--- src/rtl/iack_pkg.sv ---
package iack_pkg;

    typedef enum logic [1:0] {
        HS_IDLE,
        HS_ACK1,
        HS_GAP,
        HS_ACK2
    } hs_state_e;

    typedef enum logic [1:0] {
        SRC_NONE,
        SRC_TRAP,
        SRC_NMI,
        SRC_IRQ
    } src_e;

    localparam logic [7:0] NMI_TYPE = 8'd2;
    localparam logic [7:0] OVF_TYPE = 8'd4;

endpackage

--- src/rtl/iack_nmi_latch.sv ---
module iack_nmi_latch (
    input  logic clk,
    input  logic rst_n,
    input  logic nmi_pin,
    input  logic serviced,
    output logic pending
);

    typedef struct packed {
        logic prev;
        logic pend;
    } nmi_t;

    nmi_t q, d;

    always_comb begin
        d      = q;
        d.prev = nmi_pin;
        if (serviced) d.pend = 1'b0;
        if (nmi_pin && !q.prev) d.pend = 1'b1;  // a fresh edge survives a same-cycle service
    end

    always_ff @(posedge clk or negedge rst_n) begin
        if (!rst_n) begin
            q.prev <= 1'b1;   // a pin already high at reset is not an edge
            q.pend <= 1'b0;
        end else begin
            q <= d;
        end
    end

    assign pending = q.pend;

    // a latched request stays until it is serviced
    p_nmi_hold_r3: assert property (@(posedge clk) disable iff (!rst_n)
        pending && !serviced |=> pending);

endmodule

--- src/rtl/iack_arbiter.sv ---
module iack_arbiter
    import iack_pkg::*;
(
    input  logic boundary,
    input  logic trap_hit,
    input  logic nmi_pend,
    input  logic irq_ok,
    output src_e sel
);

    always_comb begin
        sel = SRC_NONE;
        if (boundary) begin
            if (trap_hit)      sel = SRC_TRAP;
            else if (nmi_pend) sel = SRC_NMI;
            else if (irq_ok)   sel = SRC_IRQ;
        end
    end

endmodule

--- src/rtl/iack_handshake.sv ---
module iack_handshake
    import iack_pkg::*;
#(
    parameter int PULSE_W = 2,
    parameter int GAP_W   = 1
) (
    input  logic       clk,
    input  logic       rst_n,
    input  logic       start_irq,
    input  logic       fixed_take,
    input  logic [7:0] fixed_type,
    input  logic [7:0] data_bus,
    output logic       busy,
    output logic       inta_n,
    output logic       take,
    output logic [7:0] vtype
);

    localparam int MAX_W = (PULSE_W > GAP_W) ? PULSE_W : GAP_W;
    localparam int CNT_W = (MAX_W > 1) ? $clog2(MAX_W) : 1;
    localparam logic [CNT_W-1:0] PULSE_END = CNT_W'(PULSE_W - 1);
    localparam logic [CNT_W-1:0] GAP_END   = CNT_W'(GAP_W - 1);

    typedef struct packed {
        hs_state_e        state;
        logic [CNT_W-1:0] cnt;
        logic             take;
        logic [7:0]       vtype;
    } hs_t;

    hs_t q, d;

    always_comb begin
        d      = q;
        d.take = 1'b0;
        case (q.state)
            HS_IDLE: begin
                if (start_irq) begin
                    d.state = HS_ACK1;
                    d.cnt   = '0;
                end else if (fixed_take) begin
                    d.take  = 1'b1;
                    d.vtype = fixed_type;
                end
            end
            HS_ACK1: begin
                if (q.cnt == PULSE_END) begin
                    d.state = HS_GAP;
                    d.cnt   = '0;
                end else begin
                    d.cnt = q.cnt + CNT_W'(1);
                end
            end
            HS_GAP: begin
                if (q.cnt == GAP_END) begin
                    d.state = HS_ACK2;
                    d.cnt   = '0;
                end else begin
                    d.cnt = q.cnt + CNT_W'(1);
                end
            end
            HS_ACK2: begin
                if (q.cnt == PULSE_END) begin
                    d.state = HS_IDLE;
                    d.cnt   = '0;
                    d.take  = 1'b1;
                    d.vtype = data_bus;
                end else begin
                    d.cnt = q.cnt + CNT_W'(1);
                end
            end
            default: d.state = HS_IDLE;
        endcase
    end

    always_ff @(posedge clk or negedge rst_n) begin
        if (!rst_n) begin
            q.state <= HS_IDLE;
            q.cnt   <= '0;
            q.take  <= 1'b0;
            q.vtype <= 8'd0;
        end else begin
            q <= d;
        end
    end

    assign busy   = (q.state != HS_IDLE);
    assign inta_n = !((q.state == HS_ACK1) || (q.state == HS_ACK2));
    assign take   = q.take;
    assign vtype  = q.vtype;

    // the byte on the bus in the last low clock of the second pulse is delivered
    p_capture_second_r7: assert property (@(posedge clk) disable iff (!rst_n)
        (q.state == HS_ACK2) && (q.cnt == PULSE_END)
        |=> take && (vtype == $past(data_bus)));

    // an accepted request pulls the acknowledge low in the next cycle
    p_ack_start_r6: assert property (@(posedge clk) disable iff (!rst_n)
        start_irq && !busy |=> !inta_n);

endmodule

--- src/rtl/int_ack_seq.sv ---
module int_ack_seq
    import iack_pkg::*;
#(
    parameter int PULSE_W = 2,
    parameter int GAP_W   = 1
) (
    input  logic       clk,
    input  logic       rst_n,
    input  logic       nmi_pin,
    input  logic       irq_req,
    input  logic       ie_set,
    input  logic       ie_clr,
    input  logic       ovf_flag,
    input  logic       trap_ovf_op,
    input  logic       instr_last,
    input  logic [7:0] data_bus,
    output logic       take_int,
    output logic [7:0] int_type,
    output logic       inta_n,
    output logic       ie_flag
);

    typedef struct packed {
        logic ie;
    } top_t;

    top_t q, d;
    logic busy;
    logic nmi_pend;
    logic boundary;
    src_e sel;

    assign boundary = instr_last && !busy;

    iack_nmi_latch u_nmi (
        .clk      (clk),
        .rst_n    (rst_n),
        .nmi_pin  (nmi_pin),
        .serviced (sel == SRC_NMI),
        .pending  (nmi_pend)
    );

    iack_arbiter u_arb (
        .boundary (boundary),
        .trap_hit (trap_ovf_op && ovf_flag),
        .nmi_pend (nmi_pend),
        .irq_ok   (irq_req && q.ie),
        .sel      (sel)
    );

    iack_handshake #(
        .PULSE_W (PULSE_W),
        .GAP_W   (GAP_W)
    ) u_hs (
        .clk        (clk),
        .rst_n      (rst_n),
        .start_irq  (sel == SRC_IRQ),
        .fixed_take ((sel == SRC_TRAP) || (sel == SRC_NMI)),
        .fixed_type ((sel == SRC_TRAP) ? OVF_TYPE : NMI_TYPE),
        .data_bus   (data_bus),
        .busy       (busy),
        .inta_n     (inta_n),
        .take       (take_int),
        .vtype      (int_type)
    );

    always_comb begin
        d = q;
        if (ie_set) d.ie = 1'b1;
        if (ie_clr) d.ie = 1'b0;
        if (sel != SRC_NONE) d.ie = 1'b0;
    end

    always_ff @(posedge clk or negedge rst_n) begin
        if (!rst_n) q.ie <= 1'b0;
        else        q <= d;
    end

    assign ie_flag = q.ie;

    // nothing starts away from an instruction boundary
    p_only_boundary_r2: assert property (@(posedge clk) disable iff (!rst_n)
        !instr_last && !busy |=> !take_int && inta_n);

    // a pending NMI without a trap is taken as type 2
    p_nmi_type_r3: assert property (@(posedge clk) disable iff (!rst_n)
        boundary && nmi_pend && !(trap_ovf_op && ovf_flag)
        |=> take_int && (int_type == 8'd2));

    // NMI wins over the maskable request, no acknowledge pulse
    p_nmi_over_irq_r4: assert property (@(posedge clk) disable iff (!rst_n)
        boundary && nmi_pend && irq_req |=> inta_n);

    // maskable request blocked while the enable flag is clear
    p_masked_r5: assert property (@(posedge clk) disable iff (!rst_n)
        boundary && irq_req && !ie_flag && !nmi_pend && !trap_ovf_op
        |=> inta_n && !take_int);

    // overflow trap gives type 4
    p_trap_type_r8: assert property (@(posedge clk) disable iff (!rst_n)
        boundary && trap_ovf_op && ovf_flag |=> take_int && (int_type == 8'd4));

    // taking any interrupt leaves the enable flag clear
    p_ie_cleared_r9: assert property (@(posedge clk) disable iff (!rst_n)
        (sel != SRC_NONE) |=> !ie_flag);

endmodule

--- config.mk ---
export PLATFORM = sky130hd
export DESIGN_NAME = int_ack_seq
export DESIGN_NICKNAME = d
export VERILOG_FILES = /design/src/rtl/iack_pkg.sv /design/src/rtl/iack_nmi_latch.sv /design/src/rtl/iack_arbiter.sv /design/src/rtl/iack_handshake.sv /design/src/rtl/int_ack_seq.sv
export SDC_FILE = /design/constraint.sdc
export NUM_CORES = 1
export LEC_CHECK = 0
export ABC_AREA = 0
export CAP_MARGIN = 20
export CORE_ASPECT_RATIO = 1.25
export CORE_MARGIN = 1
export CORE_UTILIZATION = 25
export CTS_CLUSTER_SIZE = 24
export DETAILED_ROUTE_END_ITERATION = 10
export DONT_BUFFER_PORTS = 1
export GPL_TIMING_DRIVEN = 0
export PLACE_DENSITY_LB_ADDON = 0.15
export SLEW_MARGIN = 20
export SYNTH_ARGS = -nofsm -noshare
export SYNTH_HDL_FRONTEND = slang
export SYNTH_SLANG_ARGS = --single-unit
--- constraint.sdc ---
create_clock -name clk -period 3.6 [get_ports clk]
set_input_delay 0.72 -clock clk [delete_from_list [all_inputs] [get_ports clk]]
set_output_delay 0.72 -clock clk [all_outputs]
set_load 0.05 [all_outputs]
* Yosys cells after proc, flatten, opt, wreduce, memory -nomap -nowiden
Cells that the tools add are included.
Cells by class: equality and inequality tests 12, reduce and logical (&&, ||, !) cells 17, add/subtract/negate cells 1, multiplexer cells 21
Operator list (number):
- 9-bit two-way mux | 3
- 9-bit case mux with 2 select lines | 1
- 2-bit two-way mux | 7
- 3-bit case mux with 4 select lines | 1
- 2-bit == test, second input constant | 4
- 2-bit by 1-bit inequality test with 1-bit output, second input constant | 4
- 4-bit AND reduction | 2
- 2-bit nonzero test | 4
- 1-bit two-way mux | 7
- 3-bit two-way mux | 2
- 2-bit by 1-bit == test with 1-bit output, second input constant | 2
- 1-bit logical AND | 4
- 2-bit inequality test, second input constant | 2
- 1-bit zero test | 3
- 3-bit nonzero test | 1
- 2-bit zero test | 1
- 1-bit logical OR | 2
- 1-bit adder, second input constant | 1
Word-level totals: input port bits 17, output and inout bits 11, logic and storage cells 58, register bits 15

* Logic depth before layout (Yosys ltp)
depth in word-level cells 10, depth in mapped cells 10, depth with buffers taken out 10

* Cells and area by module
A second synthesis with hierarchy kept.
Second synthesis, totals: cell total of the unflattened synthesis 109, area, all modules 1068.5 um^2
By module, submodules not included:
- iack_handshake | cells an instance 85, sequential area each 300.3 um^2, times used 1, area each 833.3 um^2
- int_ack_seq | cells an instance 15, sequential area each 25.0 um^2, times used 1, area each 138.9 um^2
- iack_nmi_latch | cells an instance 5, sequential area each 51.3 um^2, times used 1, area each 71.3 um^2
- iack_arbiter | cells an instance 4, sequential area each 0.0 um^2, times used 1, area each 25.0 um^2

* Worst setup path after synthesis
No wires, ideal clock.
path kind reg2reg, start point register u_hs.q[10] (netlist name), end point register u_hs.vtype[2] (netlist name), required time 3475 ps, stages on the path, launching flop included 11, setup time 125 ps, arrival 2171 ps, period minus slack after synthesis 2296 ps, path buffers 0, path slack 1304 ps, path through dfrtp_1 inv_1 ha_1 nand2_1 a21oi_1 o21ai_0 ha_1 mux2i_1 a21oi_2 o21ai_4 mux2_4
On the way: cells in the longest elaborated chain, start to end 9, elaborated cells between the ends (all ways) 19, classes of those cells eq/ne: 7; mux: 5; reduce/logical: 7
Ends and longest elaborated chain:
- start: declaration | line iack_handshake.sv:31 | hs_t q, d;
- 2-bit nonzero test | line iack_handshake.sv:87 | assign busy = (q.state != HS_IDLE);
- 1-bit zero test | line int_ack_seq.sv:33 | assign boundary = instr_last && !busy;
- 1-bit logical AND | line int_ack_seq.sv:33
- 2-bit two-way mux | line iack_arbiter.sv:13 | if (boundary) begin
- 2-bit by 1-bit == test with 1-bit output | line int_ack_seq.sv:58, int_ack_seq.sv:59
- 3-bit two-way mux | line int_ack_seq.sv:59 | .fixed_type ((sel == SRC_TRAP) ? OVF_TYPE : NMI_TYPE),
- 9-bit two-way mux | line iack_handshake.sv:41 | end else if (fixed_take) begin
- 9-bit two-way mux | line iack_handshake.sv:38 | if (start_irq) begin
- 9-bit case mux with 2 select lines | line iack_handshake.sv:36 | case (q.state)
Several ways; a longest one is shown, not always the timed one. The select of a mux whose other input is x is not followed. A chain may end at the register's enable or synchronous reset.

* Worst setup path in the final report
start point register u_hs.q[10] (netlist name), end point register u_hs.vtype[2] (netlist name)
On the way: cells in the longest elaborated chain, start to end 9, elaborated cells between the ends (all ways) 19, classes of those cells eq/ne: 7; mux: 5; reduce/logical: 7
Ends and longest elaborated chain (line):
- 2-bit nonzero test | iack_handshake.sv:87
- 1-bit zero test | int_ack_seq.sv:33
- 1-bit logical AND | int_ack_seq.sv:33
- 2-bit two-way mux | iack_arbiter.sv:13
- 2-bit by 1-bit == test with 1-bit output | int_ack_seq.sv:58, int_ack_seq.sv:59
- 3-bit two-way mux | int_ack_seq.sv:59
- 9-bit two-way mux | iack_handshake.sv:41
- 9-bit two-way mux | iack_handshake.sv:38
- 9-bit case mux with 2 select lines | iack_handshake.sv:36
Several ways; a longest one is shown, not always the timed one. The select of a mux whose other input is x is not followed.

==> impl.org <==
** Placement
- Total placed cells including tap cells :: 133
- Global placer's final weighted congestion :: 0.685
- Summed over all nets, the half-perimeter wirelength after detailed placement is 1360 um.
- Setup WS pre-CTS :: 0.951 ns
- Input/output buffers :: 0

** Global routing
- First-pass GRT wire length :: 2920 um
- The total overflow left after global routing is 0.
- For this run, the total global-route usage over all layers was measured as 9.82%.
- Largest net degree at the start of global routing :: 16
- Number of global-route vias before repair :: 661
- Initial antenna violation count :: 0

** Clock network
- In this run the number of H-tree levels came out at 1.
- Number of sinks on the clock net :: 15
- Setup fix buffers added after clock tree synthesis :: 0
- CTS tree :: done
- After clock tree synthesis, the repair step resized 0 gates.
- Hold-fix buffer count after cts :: 0
- The longest clock path from root to sink contains 2 buffers.
- Inserted Clock Buffers :: 3
- Worst-Skew Late Latency :: 0.25 ns
- Root buffer cell :: clkbuf_8
- Clock-pin slew on the worst setup and hold paths :: 0.06 ns

** Synth
- The mapped netlist covers 902 um^2.
- Post-synth top area share :: 38.8%
- Number of distinct library cell variants in the gate-level netlist after synthesis :: 25
- Yosys top cell by area :: dfrtp_1
- Sequential elements use 41.7% of the synthesized area.
- Leading post-synthesis cells by cell area :: dfrtp_1 (39%), ha_1 (9.7%), mux2i_1 (8.9%)
- #FFs+latches synth :: 15
- Syn. warnings :: 0
- Averaged over all synthesized cells, the footprint is 9.60 um^2.
- Cells after synthesis :: 94
- Counting every net in the synthesized netlist gives 118.

** Die
- Chip Width :: 55.7 um
- The floorplan has 24 rows.
- I/O pin count :: 28
- Starting Density :: 26.1%
- Area of the core :: 3450 um^2
- Height of the die :: 69.2 um
- DIE AREA :: 3850 um^2

** Power
- Power density normalized to cell area :: 900 nW/um^2
- Across the VDD grid, the largest voltage drop is 393 uV.
- Overall power consumption after layout is estimated at 0.897 mW.
- Total leakage power :: 0.486 nW

** Drt
- Via density per instance :: 4.61
- After detailed routing, the total wire length is 1730 um.
- Count of unresolved DRC violations after routing :: 0
- The pre-antenna-repair detailed-routing pass consisted of 3 iterations.
- Count of antenna-violating nets left after detailed routing :: 0
- In the final routed layout, each cell accounts on average for 12.6 um.
- After the first detailed-routing iteration, the DRC count stood at 32.
- Vias after detailed routing :: 631

** Critical path
- Critical path startpoint category :: flip-flop
- For this run, the slowest stage of the critical path takes 0.45 ns.
- Path type of the worst setup path :: reg -> reg
- Critical path's top delay family :: compound AO/OA/AOI/OAI gates
- Along the worst path, the maximum fanout reaches 8.
- Data required, critical path :: 3.73 ns
- By instance count, the cell type seen most on the critical path is ha_1.
- For the worst setup path, the data arrival time is 2.77 ns.
- Counting both buffers and inverters, the worst setup path holds a total of 1.
- The worst setup path is captured at a flip-flop.
- Ordered cell list for the critical path :: inv_1, ha_1, nand2_1, a21oi_1, o21ai_0, ha_1, mux2i_1, a21oi_2, o21ai_4, mux2_4
- On the critical path, the stage with the largest delay is an instance of dfrtp_1.

** Timing
- Final clock period utilization by the worst path :: 73.3%
- Worst relative slew slack :: 40.3%
- The routed design could run at a clock period as short as 2.64 ns.
- For the pin with the worst max-slew slack, the measured transition is 0.893 ns.
- Once routing completed, OpenROAD measured the worst setup slack at 0.962 ns.
- For the final database, setup skew stands at 0.00154 ns.
- Count of endpoints failing setup in the final report :: 0
- Setup repair after global routing left no endpoint under its margin.
- Highest attainable clock frequency :: 379 MHz
- Final Hold Violating Endpoints :: 0
- Setup_tns :: 0 ns
- The final number of max-transition violations is 0.

** Job
- The tool flagged a number of max-cap violations equal to 0.

** Worst hold path
- Min-delay worst type :: in -> async

** Finish
- Layout Utilization :: 28.8%
- In the final layout, the multi-input gates occupy 405 um^2.
- The repair_antennas step left the layout with diodes totalling 0.
- Finished Layout Cells :: 137
- Layout-stage area growth over the synthesis result :: 10.4%
- Number of nets in the final layout :: 123
- Filler Cell Count :: 369
- Cells with a size suffix above 1 make up 17.3% of the layout.
- Area occupied by registers :: 377 um^2

** Run status
- The flow ran to the end, and the final reports show no timing, DRC or antenna violations.
==> placed cells by master, fill, tap and decap left out, drive strengths merged, types with 2 or more instances in the layout <==
| master | netlist | routed |
|---|---|---|
| inv | 16 | 16 |
| dfrtp | 14 | 14 |
| nand2 | 9 | 9 |
| mux2i | 8 | 8 |
| buf | 8 | 8 |
| ha | 7 | 7 |
| a21oi | 7 | 7 |
| o21ai | 6 | 6 |
| nor2 | 4 | 4 |
| clkbuf | 0 | 4 |
| nand3 | 2 | 2 |
==> registers in the layout, indices dropped and copies added, names as in the netlist <==
name	flops
u_nmi.q	1
u_hs.q	3
ie_flag	1
u_nmi.pending	1
u_hs.vtype	8
u_hs.take	1
==> report_power, final <==
part / leakage, nW / total (mW) / switching, mW / internal (mW)
combinational: 0.272 / 0.475 / 0.308 / 0.167
sequential: 0.192 / 0.285 / 0.0618 / 0.223
clock: 0.0228 / 0.137 / 0.0588 / 0.0783
==> per-layer routing <==
| metal | up-vias | GRT usage, % | wire, um |
|---|---|---|---|
| li1 | 312 | - | - |
| met1 | 293 | 11.6 | 723 |
| met3 | 4 | 2.81 | 132 |
| met2 | 22 | 16.1 | 840 |
| met4 | 0 | 5.00 | 29 |
| met5 | - | 0 | 0 |
==> path summary, 6_finish.rpt <==
check	startpoint	end	slack [ns]	depth (start not counted)
min in group clk	nmi_pin	u_nmi.q[1]	0.47	0
max in group asynchronous	rst_n	u_nmi.q[1]	3.27	0
worst max register to register	u_hs.q[10]	u_hs.vtype[2]	0.96	10
worst min-delay path	rst_n	u_hs.vtype[4]	0.16	0
worst min register to register	u_hs.vtype[1]	u_hs.vtype[1]	0.52	2
worst max-delay path	u_hs.q[10]	u_hs.vtype[2]	0.96	10
==> synth_stat cells <==
cell      count
o21ai_4       1
or2b_1        1
nand3_1       2
mux2i_1       8
a21oi_1       6
dfstp_2       1
o22ai_1       1
a21oi_2       1
nand3b_1      1
mux2_4        1
a221oi_1      1
a41o_1        1
a31o_2        1
nand2_1       9
and2_1        1
buf_4         8
a32oi_1       1
dfrtp_1      14
nor3b_1       1
inv_1        16
o21ai_0       5
a31oi_1       1
or2_2         1
ha_1          7
nor2_1        4
==> kinds of logic after synthesis <==
logic type,after synthesis,share of synthesized area (%)
flops,15,41.7
fa+ha+maj,7,9.71
mux,9,10.5
compound gates,19,14.3
simple gates,20,10.4
buf+inv,24,13.3
==> cell type report <==
class / count / share of cell area, %
Clock buffer: 4 / 4.52
Tap cell: 39 / 4.90
Buffer: 8 / 6.03
Multi-Input combinational cell: 55 / 40.7
Sequential cell: 15 / 37.8
Inverter: 16 / 6.03
==> per-stage QoR <==
step           hold WS [ns]  cell area, um^2
3_5_place_dp          0.425              951
5_1_grt               0.148              996
3_3_place_gp          0.425              951
4_1_cts               0.158              996
6_report              0.163              996
2_1_floorplan         0.424              902
==> worst register-to-register path, stage by stage, from the launching register on <==
cell and delay (ns):
dfrtp_1 0.45, inv_1 0.13, ha_1 0.28, nand2_1 0.11
a21oi_1 0.24, o21ai_0 0.19, ha_1 0.32, mux2i_1 0.22
a21oi_2 0.08, o21ai_4 0.16, mux2_4 0.34
(Power assumes the default switching activity.)
